[config.mk]
export PLATFORM = sky130hd
export DESIGN_NAME = rdiv_fixup
export DESIGN_NICKNAME = d
export VERILOG_FILES = /design/src/rtl/fixup_pkg.sv /design/src/rtl/fp_classify.sv /design/src/rtl/fp_scale.sv /design/src/rtl/fixup_select.sv /design/src/rtl/rdiv_fixup.sv
export SDC_FILE = /design/constraint.sdc
export NUM_CORES = 1
export LEC_CHECK = 0
export BUFFER_PORTS_ARGS = -buffer_cell sky130_fd_sc_hd__buf_2
export CELL_PAD_IN_SITES_DETAIL_PLACEMENT = 0
export CELL_PAD_IN_SITES_GLOBAL_PLACEMENT = 1
export CORE_MARGIN = 3
export CORE_UTILIZATION = 41
export CTS_BUF_LIST = sky130_fd_sc_hd__clkbuf_8
export DETAILED_ROUTE_END_ITERATION = 8
export PLACE_DENSITY = 0.93
export SYNTH_ARGS = -nofsm -noshare
export SYNTH_HDL_FRONTEND = slang
export SYNTH_SLANG_ARGS = --single-unit
[constraint.sdc]
create_clock -name clk_i -period 1.3 [get_ports clk_i]
set_input_delay 0.26 -clock clk_i [delete_from_list [all_inputs] [get_ports clk_i]]
set_output_delay 0.26 -clock clk_i [all_outputs]
set_load 0.05 [all_outputs]
[src/rtl/fixup_pkg.sv]
package fixup_pkg;
  localparam int EXP_W  = 8;
  localparam int MAN_W  = 23;
  localparam int FP_W   = 1 + EXP_W + MAN_W;
  localparam int BIAS   = (1 << (EXP_W - 1)) - 1;
  localparam int EMAX   = (1 << EXP_W) - 1;
  localparam int IEXP_W = EXP_W + 3;
  localparam int SH_W   = $clog2(MAN_W + 1);

  localparam int SCALE_BIG   = 64;
  localparam int SCALE_SMALL = 32;

  // exponent windows
  localparam int LOW_LIM  = MAN_W;
  localparam int HIGH_LIM = (EMAX - 1) - (MAN_W + 1);
  localparam int NUM_TINY = MAN_W + 2;
  localparam int DEN_TINY = 1;
  localparam int DEN_HUGE = EMAX - 3;

  localparam logic [FP_W-1:0] NAN_ALL = '1;
  localparam logic [FP_W-1:0] ONE_VAL = {1'b0, EXP_W'(BIAS), {MAN_W{1'b0}}};

  typedef struct packed {
    logic                     sign;
    logic                     is_nan;
    logic                     is_snan;
    logic                     is_inf;
    logic                     is_zero;
    logic [EXP_W-1:0]         eff_exp;
    logic signed [IEXP_W-1:0] norm_exp;
    logic [MAN_W:0]           norm_man;
  } opnd_t;

  typedef enum logic [2:0] {
    SC_NONE,
    SC_NUP_DDN,
    SC_NDN_DUP,
    SC_UP_BIG,
    SC_UP_SMALL,
    SC_DN_SMALL
  } scale_e;

  localparam logic signed [IEXP_W-1:0] D_BIG   = IEXP_W'(SCALE_BIG);
  localparam logic signed [IEXP_W-1:0] D_SMALL = IEXP_W'(SCALE_SMALL);

  function automatic logic signed [IEXP_W-1:0] delta_of(scale_e s, logic for_num);
    case (s)
      SC_NUP_DDN:  return for_num ? D_BIG : -D_BIG;
      SC_NDN_DUP:  return for_num ? -D_SMALL : D_SMALL;
      SC_UP_BIG:   return D_BIG;
      SC_UP_SMALL: return D_SMALL;
      SC_DN_SMALL: return -D_SMALL;
      default:     return '0;
    endcase
  endfunction

  function automatic logic [FP_W-1:0] inf_val(logic s);
    return {s, {EXP_W{1'b1}}, {MAN_W{1'b0}}};
  endfunction
endpackage

[src/rtl/fp_classify.sv]
module fp_classify
  import fixup_pkg::*;
(
  input  logic [FP_W-1:0] val_i,
  output opnd_t           opnd_o
);
  logic [EXP_W-1:0] exp_f;
  logic [MAN_W-1:0] frac_f;
  logic [SH_W-1:0]  lead;
  logic             found;

  assign exp_f  = val_i[FP_W-2 -: EXP_W];
  assign frac_f = val_i[MAN_W-1:0];

  always_comb begin
    lead  = '0;
    found = 1'b0;
    for (int i = MAN_W - 1; i >= 0; i--) begin
      if (!found && frac_f[i]) begin
        lead  = SH_W'(MAN_W - i);
        found = 1'b1;
      end
    end
  end

  always_comb begin
    opnd_o.sign    = val_i[FP_W-1];
    opnd_o.is_nan  = (exp_f == EXP_W'(EMAX)) && (frac_f != '0);
    opnd_o.is_snan = opnd_o.is_nan && !frac_f[MAN_W-1];
    opnd_o.is_inf  = (exp_f == EXP_W'(EMAX)) && (frac_f == '0);
    opnd_o.is_zero = (exp_f == '0) && (frac_f == '0);
    opnd_o.eff_exp = (exp_f == '0) ? EXP_W'(1) : exp_f;
    if (exp_f == '0) begin
      // denormal: bring leading one to the hidden position
      opnd_o.norm_man = {1'b0, frac_f} << lead;
      opnd_o.norm_exp = IEXP_W'(1) - $signed({{(IEXP_W-SH_W){1'b0}}, lead});
    end else begin
      opnd_o.norm_man = {1'b1, frac_f};
      opnd_o.norm_exp = $signed({{(IEXP_W-EXP_W){1'b0}}, exp_f});
    end
  end
endmodule

[src/rtl/fp_scale.sv]
module fp_scale
  import fixup_pkg::*;
(
  input  logic                     chk_en_i,
  input  logic                     sign_i,
  input  logic signed [IEXP_W-1:0] exp_i,
  input  logic [MAN_W:0]           man_i,
  input  logic signed [IEXP_W-1:0] delta_i,
  output logic [FP_W-1:0]          val_o
);
  logic signed [IEXP_W-1:0] exp_sum;

  assign exp_sum = exp_i + delta_i;
  assign val_o   = {sign_i, exp_sum[EXP_W-1:0], man_i[MAN_W-1:0]};

  always_comb begin
    if (chk_en_i) begin

      scale_range_chk: assert (exp_sum > 0 && exp_sum < IEXP_W'(EMAX) && man_i[MAN_W])
        else $error("scaled exponent left the normal range");
    end
  end
endmodule

[src/rtl/fixup_select.sv]
module fixup_select
  import fixup_pkg::*;
#(
  parameter int ADJ_W = 8
) (
  input  opnd_t                   num_i,
  input  opnd_t                   den_i,
  output logic                    special_o,
  output logic                    invalid_o,
  output logic                    divzero_o,
  output logic [FP_W-1:0]         sp_num_o,
  output logic [FP_W-1:0]         sp_den_o,
  output logic [FP_W-1:0]         sp_res_o,
  output scale_e                  scale_o,
  output logic signed [ADJ_W-1:0] adjust_o
);
  localparam logic signed [IEXP_W-1:0] BIAS_S = IEXP_W'(BIAS);
  localparam logic signed [IEXP_W-1:0] LOW_S  = IEXP_W'(LOW_LIM);
  localparam logic signed [IEXP_W-1:0] HIGH_S = IEXP_W'(HIGH_LIM);
  localparam logic signed [ADJ_W-1:0]  ADJ_DN = -ADJ_W'(SCALE_BIG);
  localparam logic signed [ADJ_W-1:0]  ADJ_UP = ADJ_W'(SCALE_BIG);

  logic                     sgn;
  logic                     nan_case;
  logic signed [IEXP_W-1:0] diff;

  assign sgn  = num_i.sign ^ den_i.sign;
  assign diff = $signed({{(IEXP_W-EXP_W){1'b0}}, num_i.eff_exp})
              - $signed({{(IEXP_W-EXP_W){1'b0}}, den_i.eff_exp}) + BIAS_S;

  always_comb begin
    special_o = 1'b1;
    invalid_o = 1'b0;
    divzero_o = 1'b0;
    nan_case  = 1'b0;
    sp_num_o  = '0;
    scale_o   = SC_NONE;
    if (num_i.is_nan && den_i.is_nan) begin
      nan_case  = 1'b1;
      invalid_o = num_i.is_snan | den_i.is_snan;
    end else if (num_i.is_nan) begin
      nan_case  = 1'b1;
      invalid_o = num_i.is_snan;
    end else if (den_i.is_nan) begin
      nan_case  = 1'b1;
      invalid_o = den_i.is_snan;
    end else if ((num_i.is_inf && den_i.is_inf) || (num_i.is_zero && den_i.is_zero)) begin
      nan_case  = 1'b1;
      invalid_o = 1'b1;
    end else if (den_i.is_zero) begin
      sp_num_o  = inf_val(sgn);
      divzero_o = !num_i.is_inf;
    end else if (den_i.is_inf || num_i.is_zero) begin
      sp_num_o  = {sgn, {(FP_W-1){1'b0}}};
    end else if (num_i.is_inf) begin
      sp_num_o  = inf_val(sgn);
    end else begin
      special_o = 1'b0;
      if (diff <= LOW_S)                                scale_o = SC_NUP_DDN;
      else if (diff > HIGH_S)                           scale_o = SC_NDN_DUP;
      else if (num_i.eff_exp <= EXP_W'(NUM_TINY))       scale_o = SC_UP_BIG;
      else if (den_i.eff_exp <= EXP_W'(DEN_TINY))       scale_o = SC_UP_SMALL;
      else if (den_i.eff_exp > EXP_W'(DEN_HUGE))        scale_o = SC_DN_SMALL;
    end
    if (nan_case) begin
      sp_num_o = NAN_ALL;
      sp_den_o = NAN_ALL;
      sp_res_o = NAN_ALL;
    end else begin
      sp_den_o = ONE_VAL;
      sp_res_o = special_o ? sp_num_o : '0;
    end
    case (scale_o)
      SC_NUP_DDN: adjust_o = ADJ_DN;
      SC_NDN_DUP: adjust_o = ADJ_UP;
      default:    adjust_o = '0;
    endcase
  end
endmodule

[src/rtl/rdiv_fixup.sv]
module rdiv_fixup
  import fixup_pkg::*;
#(
  parameter int ADJ_W = 8
) (
  input  logic             clk_i,
  input  logic             rst_ni,
  input  logic             valid_i,
  input  logic [FP_W-1:0]  num_i,
  input  logic [FP_W-1:0]  den_i,
  output logic             valid_o,
  output logic [FP_W-1:0]  num_o,
  output logic [FP_W-1:0]  den_o,
  output logic [FP_W-1:0]  result_o,
  output logic [ADJ_W-1:0] adjust_o,
  output logic             special_o,
  output logic             invalid_o,
  output logic             divzero_o
);
  localparam int N_OPS = 2;

  logic [FP_W-1:0]         raw   [N_OPS];
  opnd_t                   opnd  [N_OPS];
  logic [FP_W-1:0]         scaled[N_OPS];

  logic                    sp_d, inv_d, dbz_d;
  logic [FP_W-1:0]         sp_num, sp_den, sp_res;
  scale_e                  scale;
  logic signed [ADJ_W-1:0] adj_d;

  assign raw[0] = num_i;
  assign raw[1] = den_i;

  for (genvar g = 0; g < N_OPS; g++) begin : g_op
    fp_classify u_cls (
      .val_i  (raw[g]),
      .opnd_o (opnd[g])
    );
    fp_scale u_scl (
      .chk_en_i (valid_i && !sp_d),
      .sign_i   (opnd[g].sign),
      .exp_i    (opnd[g].norm_exp),
      .man_i    (opnd[g].norm_man),
      .delta_i  (delta_of(scale, g == 0)),
      .val_o    (scaled[g])
    );
  end

  fixup_select #(.ADJ_W(ADJ_W)) u_sel (
    .num_i     (opnd[0]),
    .den_i     (opnd[1]),
    .special_o (sp_d),
    .invalid_o (inv_d),
    .divzero_o (dbz_d),
    .sp_num_o  (sp_num),
    .sp_den_o  (sp_den),
    .sp_res_o  (sp_res),
    .scale_o   (scale),
    .adjust_o  (adj_d)
  );

  always_ff @(posedge clk_i or negedge rst_ni) begin
    if (!rst_ni) begin
      valid_o   <= 1'b0;
      num_o     <= '0;
      den_o     <= '0;
      result_o  <= '0;
      adjust_o  <= '0;
      special_o <= 1'b0;
      invalid_o <= 1'b0;
      divzero_o <= 1'b0;
    end else begin
      valid_o <= valid_i;
      if (valid_i) begin
        num_o     <= sp_d ? sp_num : scaled[0];
        den_o     <= sp_d ? sp_den : scaled[1];
        result_o  <= sp_res;
        adjust_o  <= adj_d;
        special_o <= sp_d;
        invalid_o <= inv_d;
        divzero_o <= dbz_d;
      end
    end
  end


  flag_excl_chk: assert property (@(posedge clk_i) disable iff (!rst_ni)
    !(invalid_o && divzero_o));


  invalid_nan_chk: assert property (@(posedge clk_i) disable iff (!rst_ni)
    invalid_o |-> (special_o && num_o == NAN_ALL && den_o == NAN_ALL && result_o == NAN_ALL));


  dbz_inf_chk: assert property (@(posedge clk_i) disable iff (!rst_ni)
    divzero_o |-> (special_o && num_o[FP_W-2:0] == {{EXP_W{1'b1}}, {MAN_W{1'b0}}}
                   && result_o == num_o));


  special_noadj_chk: assert property (@(posedge clk_i) disable iff (!rst_ni)
    special_o |-> (adjust_o == '0));


  ordinary_normal_chk: assert property (@(posedge clk_i) disable iff (!rst_ni)
    (valid_o && !special_o) |-> (num_o[FP_W-2 -: EXP_W] != '0 && num_o[FP_W-2 -: EXP_W] != '1
                                 && den_o[FP_W-2 -: EXP_W] != '0 && result_o == '0));


  hold_chk: assert property (@(posedge clk_i) disable iff (!rst_ni)
    (valid_o && !valid_i) |=> $stable(num_o) && $stable(den_o));
endmodule

# Word-level counts from Yosys, hierarchy flattened
# Index checks and enable logic that the tools add are counted.
[classes]
n_shift = 2
add_sub_neg = 6
mux = 141
n_bitwise = 2
magnitude_cmp = 5
eq_ne = 7
n_reduce_logical = 113
[op_table]
columns = ["operator", "n"]
rows = [
  ["two-way mux 32 bit", 15],
  ["two-way mux 5 bit", 44],
  ["two-way mux 1 bit", 65],
  ["logical AND 1 bit", 55],
  ["left shift 23 x 5 -> 24 bit", 2],
  ["logical NOT 1 bit", 47],
  ["logical NOT 23 bit", 2],
  ["nonzero test 23 bit", 2],
  ["two-way mux 3 bit", 12],
  ["case mux 8 bit (4 select lines)", 1],
  ["case mux 8 bit (3 select lines)", 1],
  ["adder 8 bit", 2],
  ["== test 8 bit (second input constant)", 2],
  ["logical NOT 8 bit", 2],
  ["two-way mux 8 bit", 2],
  ["case mux 8 bit (2 select lines)", 1],
  ["subtractor 1 x 5 -> 6 bit (first input constant)", 2],
  ["adder 11 x 8 -> 11 bit (second input constant)", 1],
  ["> comparator 11 x 9 -> 1 bit (second input constant)", 1],
  ["<= comparator 11 x 6 -> 1 bit (second input constant)", 1],
  ["subtractor 8 x 8 -> 9 bit", 1],
  ["> comparator 8 bit (second input constant)", 1],
  ["<= comparator 8 x 1 -> 1 bit (second input constant)", 1],
  ["<= comparator 8 x 5 -> 1 bit (second input constant)", 1],
  ["other kinds (7)", 12],
]
[word_totals]
in_bits = 67
word_cells = 284
regBits = 108

# Depth between registers and ports, before layout
[logic_depth]
word_depth = 71
ltp_mapped = 23

# Cells and area by module
# From an unflattened synthesis, not the netlist that was laid out.
[unflattened]
hier_cells = 1316
hier_area_um2 = 11003.1
[modules_own_cells]
columns = ["module", "cells_each", "n_inst", "area_per_inst_um2", "seq_area_each_um2"]
rows = [
  ["rdiv_fixup", 380, 1, 4672.0, 2702.6],
  ["fp_classify (g_op[1].u_cls)", 289, 1, 1848.0, 0.0],
  ["fp_classify (g_op[0].u_cls)", 291, 1, 1845.5, 0.0],
  ["fixup_select", 226, 1, 1656.6, 0.0],
  ["fp_scale", 65, 2, 490.5, 0.0],
]

# Least setup slack after synthesis
# OpenSTA, ideal clock, no wires.
[synth_timing]
path_kind = "in2reg"
from = "in num_i[28]"
to = "reg den_o[30]"
setup_ns = 0.087
path_stages = 23
arrival_time_ns = 4.710
path_slack_ns = -3.496
required_time_ns = 1.213
path_cell_list = "nor3_1 -> and3_1 -> clkbuf_1 -> nor2_1 -> ha_1 -> inv_1 -> ha_1 -> inv_1 -> ha_1 -> xnor3_1 -> a211o_1 -> o221a_1 -> o31ai_1 -> a21oi_1 -> o21ai_1 -> o21ai_0 -> and3_1 -> ha_1 -> fa_1 -> or3_1 -> a21oi_1 -> nand2_1 -> o211ai_1"
[synth_via]
elab_chain_len = 19
[synth_lines]
columns = ["item", "line_no", "rtl"]
rows = [
  ["start: declaration", "rdiv_fixup.sv:9", "input logic [FP_W-1:0] num_i,"],
  ["logical NOT 8 bit", "fp_classify.sv:31, fp_classify.sv:32", ""],
  ["two-way mux 8 bit", "fp_classify.sv:32", "opnd_o.eff_exp = (exp_f == '0) ? EXP_W'(1) : exp_f;"],
  ["subtractor 8 x 8 -> 9 bit", "fixup_select.sv:29", "- $signed({{(IEXP_W-EXP_W){1'b0}}, den_i.eff_exp}) + BIAS_S;"],
  ["adder 11 x 8 -> 11 bit", "fixup_select.sv:29", ""],
  ["> comparator 11 x 9 -> 1 bit", "fixup_select.sv:60", "else if (diff > HIGH_S) scale_o = SC_NDN_DUP;"],
  ["two-way mux 3 bit", "fixup_select.sv:60", ""],
  ["two-way mux 3 bit", "fixup_select.sv:59", "if (diff <= LOW_S) scale_o = SC_NUP_DDN;"],
  ["two-way mux 3 bit", "fixup_select.sv:55", "end else if (num_i.is_inf) begin"],
  ["[... 3 more ...]", "-", ""],
  ["two-way mux 3 bit", "fixup_select.sv:44", "end else if (den_i.is_nan) begin"],
  ["two-way mux 3 bit", "fixup_select.sv:41", "end else if (num_i.is_nan) begin"],
  ["two-way mux 3 bit", "fixup_select.sv:38", "if (num_i.is_nan && den_i.is_nan) begin"],
  ["== test 3 bit or == test 3 x 2 -> 1 bit (tied branches)", "fixup_pkg.sv:47", "case (s)"],
  ["OR reduction 2 bit (no line)", "-", ""],
  ["case mux 8 bit (4 select lines)", "fixup_pkg.sv:47", ""],
  ["adder 8 bit", "fp_scale.sv:13", "assign exp_sum = exp_i + delta_i;"],
  ["two-way mux 32 bit *", "rdiv_fixup.sv:76", "den_o <= sp_d ? sp_den : scaled[1];"],
  ["end signal: assignment", "rdiv_fixup.sv:76", ""],
  ["end: declaration", "rdiv_fixup.sv:13", "output logic [FP_W-1:0] den_o,"],
]
# Mark *: on every way between the ends. The rest lies on a longest branch, timed or not.
# A chain may end at the register's enable or synchronous reset.

# Worst setup path in the final report
[layout_timing]
from = "in den_i[30]"
to = "reg num_o[30]"
[layout_via]
elab_chain_len = 20
[layout_lines]
columns = ["item", "line_no", "rtl"]
rows = [
  ["start: declaration", "rdiv_fixup.sv:10", "input logic [FP_W-1:0] den_i,"],
  ["branches (longest 19 deep; another with adder 11 x 8 -> 11 bit)", "-", ""],
  ["two-way mux 32 bit *", "rdiv_fixup.sv:75", "num_o <= sp_d ? sp_num : scaled[0];"],
  ["end signal: assignment", "rdiv_fixup.sv:75", ""],
  ["end: declaration", "rdiv_fixup.sv:12", "output logic [FP_W-1:0] num_o,"],
]
# Mark *: on every way between the ends.

==> impl_results.md <==
* CP Launch Point: den_i[30]
* Critical-path top delay cell: or3_4
* Sequential cell area fraction in the yosys report at ~26%
* CTS tree: built
* Final core utilization at ~78%
* Die Width at roughly 140 um
* Overall routing resource usage at ~33%
* Worst-margin pin slew at 0.7488 ns
* Synth warnings at 0
* Clk buf depth at 2
* Final min period at 4.117 ns
* CP required at between 1.5 and 2 ns
* Dpl ws at -3.155 ns
* Final Cycle Share at 316.7%
* Via count at roughly 10000
* Syn Area/Cell at between 8 and 9 sq um
* Clock skew at 0 ns
* Max FO, Critical Path at 4
* Fmax at between 200 and 250 MHz
* Final routed DRC violation total at 0
* WS Path Type: in -> reg
* Hold depth at 3
* Die H at approximately 140 um
* Starting density of the core at between 40 and 50%
* RSZ-0062 raised after global routing: true
* WL/cell at around 27 um
* Reg2reg end: den_o[19]
* Fraction of layout cells with a size suffix above 1 at between 60% and 70%
* Number of synthesized register bits at 73
* Cell count after synthesis at approximately 860
* Worst path max stage delay at between 0.4 and 0.5 ns
* Async set or reset register ratio after synthesis at between 90% and 100%
* Pwr/cell area at approximately 850 nW/um^2
* Post-synthesis mux area share at between 10% and 20%
* Max Transition Viols Final at 0
* Synth Area in Adders at roughly 3.0%
* Root buffer cell: clkbuf_8
* Worst setup margin at -2.817 ns
* Fill cell count at just under 900
* Row count at 47
* Core area at 16760 sq um
* RR Startpoint: den_o[19]
* Outcome: finished with violations
* Peak supply drop at approximately 0.00085 V
* Endpoints failing hold at 0
* Max_slew headroom at 49.55%
* Ports at between 150 and 200
* Max_cap viols at 0
* Cell accounting for the most synthesized area: dfrtp_1
* Skew-Pair Late Insertion Delay at between 0.3 and 0.4 ns
* Simple-Gate Fraction of Synth Area at a little under a fifth
* Synth Area in Compound Gates at ~27%
* Port Buf Inserts at roughly 170
* Area Overhead vs Synth at 85.36%
* Detailed Route WL at ~40 mm
* CP Launch Type: input pin
* Full die area at approximately 19000 sq um
* Sinks on Clock Net at 73
* CTS Buf Count at 9
* First-pass DRT Iterations at 7
* Largest family of logic cells by synthesized area: compound AO/OA/AOI/OAI gates
* Yosys top cell area share at around 26%
* Crit path DAT at roughly 4.4 ns
* GP Congestion at 1.012
* Grt total ovfl at 0
* R2R depth at 3
* Leak at 5.632 nW
* Commonest cells in the netlist: nor2_1, mux2i_1, dfrtp_1
* Hold_ws at roughly 0.2 ns
* Via density at roughly 7
* CP Cell Sequence: buf_8 -> nor4_4 -> nand3_1 -> nand2b_1 -> ha_2 -> inv_2 -> ha_4 -> or3_4 -> buf_6 -> a21bo_4 -> nor2_2 -> nor3_2 -> o31ai_4 -> a21oi_2 -> o21ai_2 -> o21ai_2 -> and3_4 -> ha_4 -> fa_2 -> xor2_2 -> nor3_1 -> nor2_1 -> a31oi_1
* Final setup fails at approximately 110
* First-pass GRT wire length at 49.24 mm
* DP HPWL at roughly 21 mm
* Post-synth EDFFs at 0
* Detail Route Antenna Nets at 0
* Most frequent cell after synthesis: nor2_1
* Vias in the first global route at 9298
* Post-Syn Area at between 7000 and 8000 sq um
* Top FF cell, synth: dfrtp_1
* Post-Synth XOR/XNOR Area at approximately 1.8%
* DR iter-0 viols at around 1600
* Type of the most critical hold path: in -> reg
* Failing checks: setup timing
* Worst R2R Setup Slack at roughly 0.24 ns
* Total power at between 10 and 15 mW
* Hold EP: num_o[31]
* Largest net degree at the start of global routing at 42
* Antenna violations before repair at 0
* Yosys cell types at 88
* Min-delay src: num_i[31]
* Clock transition at path regs at ~0.09 ns
* Crit. End Element: flop
* Largest cells by area after synthesis: dfrtp_1, mux2i_1, nor2_1, o21ai_0, a21oi_1
* Final #Nets at around 1400
* H-tree depth at 3
[flip-flops by register name, indices dropped and copies added, names as in the netlist]
register	count
special_o	1
num_o	32
result_o	3
valid_o	1
den_o	32
divzero_o	1
adjust_o	2
invalid_o	1
[repair_timing]
action	in CTS	in global routing
gates resized for setup	272	248
pin swaps	53	81
buffers inserted	35	39
hold buffers	1	0
setup endpoints to repair	135	134
gates cloned	8	1
endpoints found under the hold margin	16	0
[power by group]
part           internal (mW)  total (mW)  leakage [nW]  switching [mW]
combinational           2.73        6.54          4.71            3.81
clock                  0.735        1.93        0.0899            1.20
sequential              2.51        2.74         0.835           0.226
total                   5.98        11.2          5.63            5.23
[critical path: cells and delay by family]
kind                       cells  cell delay [ns]
buffers and inverters          3             0.29
adders and majority gates      4             0.92
and+or+nand+nor                9             1.68
AOI/OAI and AO/OA              6             1.11
xor gates and xnor gates       1             0.17
[placed cells by master, fill, tap and decap left out, types with 8 or more instances in the layout]
master / n
dfrtp_1: 71
mux2i_4: 32
clkbuf_4: 23
mux2_4: 11
nor3_1: 11
o21a_1: 8
nor2_4: 9
buf_2: 71
buf_8: 19
a21oi_1: 27
nor3_2: 8
o21ai_1: 32
mux2i_2: 33
buf_4: 279
o21ai_0: 25
inv_1: 21
o211ai_1: 12
buf_6: 68
clkbuf_8: 9
o21ai_2: 19
nor2_2: 8
nand3_1: 21
mux2i_1: 22
o22a_1: 8
buf_12: 25
nand2_1: 48
nor2_1: 77
a21oi_2: 26
[logic make-up (layout without fill, tap and decap cells)]
group | Yosys count | in the layout
and+or+nand+nor | 265 | 268
other | 1 | 7
muxes | 103 | 103
adders and majority gates | 16 | 16
xor gates and xnor gates | 13 | 13
AOI/OAI and AO/OA | 280 | 280
DFF | 73 | 73
buffers and inverters | 113 | 533
[area by class of cell]
class	count	area, sq um	share of cell area [%]
Tap cell	220	275.3	2.098
Multi-Input combinational cell	686	6425	48.97
Clock buffer	9	123.9	0.9441
Sequential cell	73	1829	13.94
Timing Repair Buffer	490	4289	32.69
Antenna cell	1	2.502	0.01907
Clock inverter	7	63.81	0.4864
Inverter	27	111.4	0.8488
[through the flow]
stage | setup TNS [ns] | cell area [sq um] | instances
floorplan | -95.29 | 7571 | 869
global placement | -118.62 | 10100 | 1432
CTS | -91.94 | 11850 | 1492
finish | -103.34 | 13120 | 1513
detailed placement | -122.25 | 10100 | 1432
global route | -109.32 | 13120 | 1512
[metal layers]
metal / vias to the layer above / global-route usage (%) / share of wire, %
met5: - / 0 / 0
met4: 0 / 15.08 / 9.6
met3: 384 / 6.720 / 12
met2: 1039 / 54.20 / 44
met1: 4877 / 42.22 / 34
li1: 4062 / - / -
[worst max-delay path by stage]
| stage | to | slack, ns | depth (start not counted) |
|---|---|---|---|
| after global placement | den_o[30] | -3.03 | 22 |
| after CTS | num_o[30] | -2.69 | 22 |
| final | num_o[30] | -2.82 | 23 |
| after detailed placement | den_o[30] | -3.16 | 22 |
| after global routing | num_o[30] | -3.01 | 23 |
| after floorplan | den_o[30] | -2.85 | 23 |
Note: power is estimated with default switching activity, not from simulation.
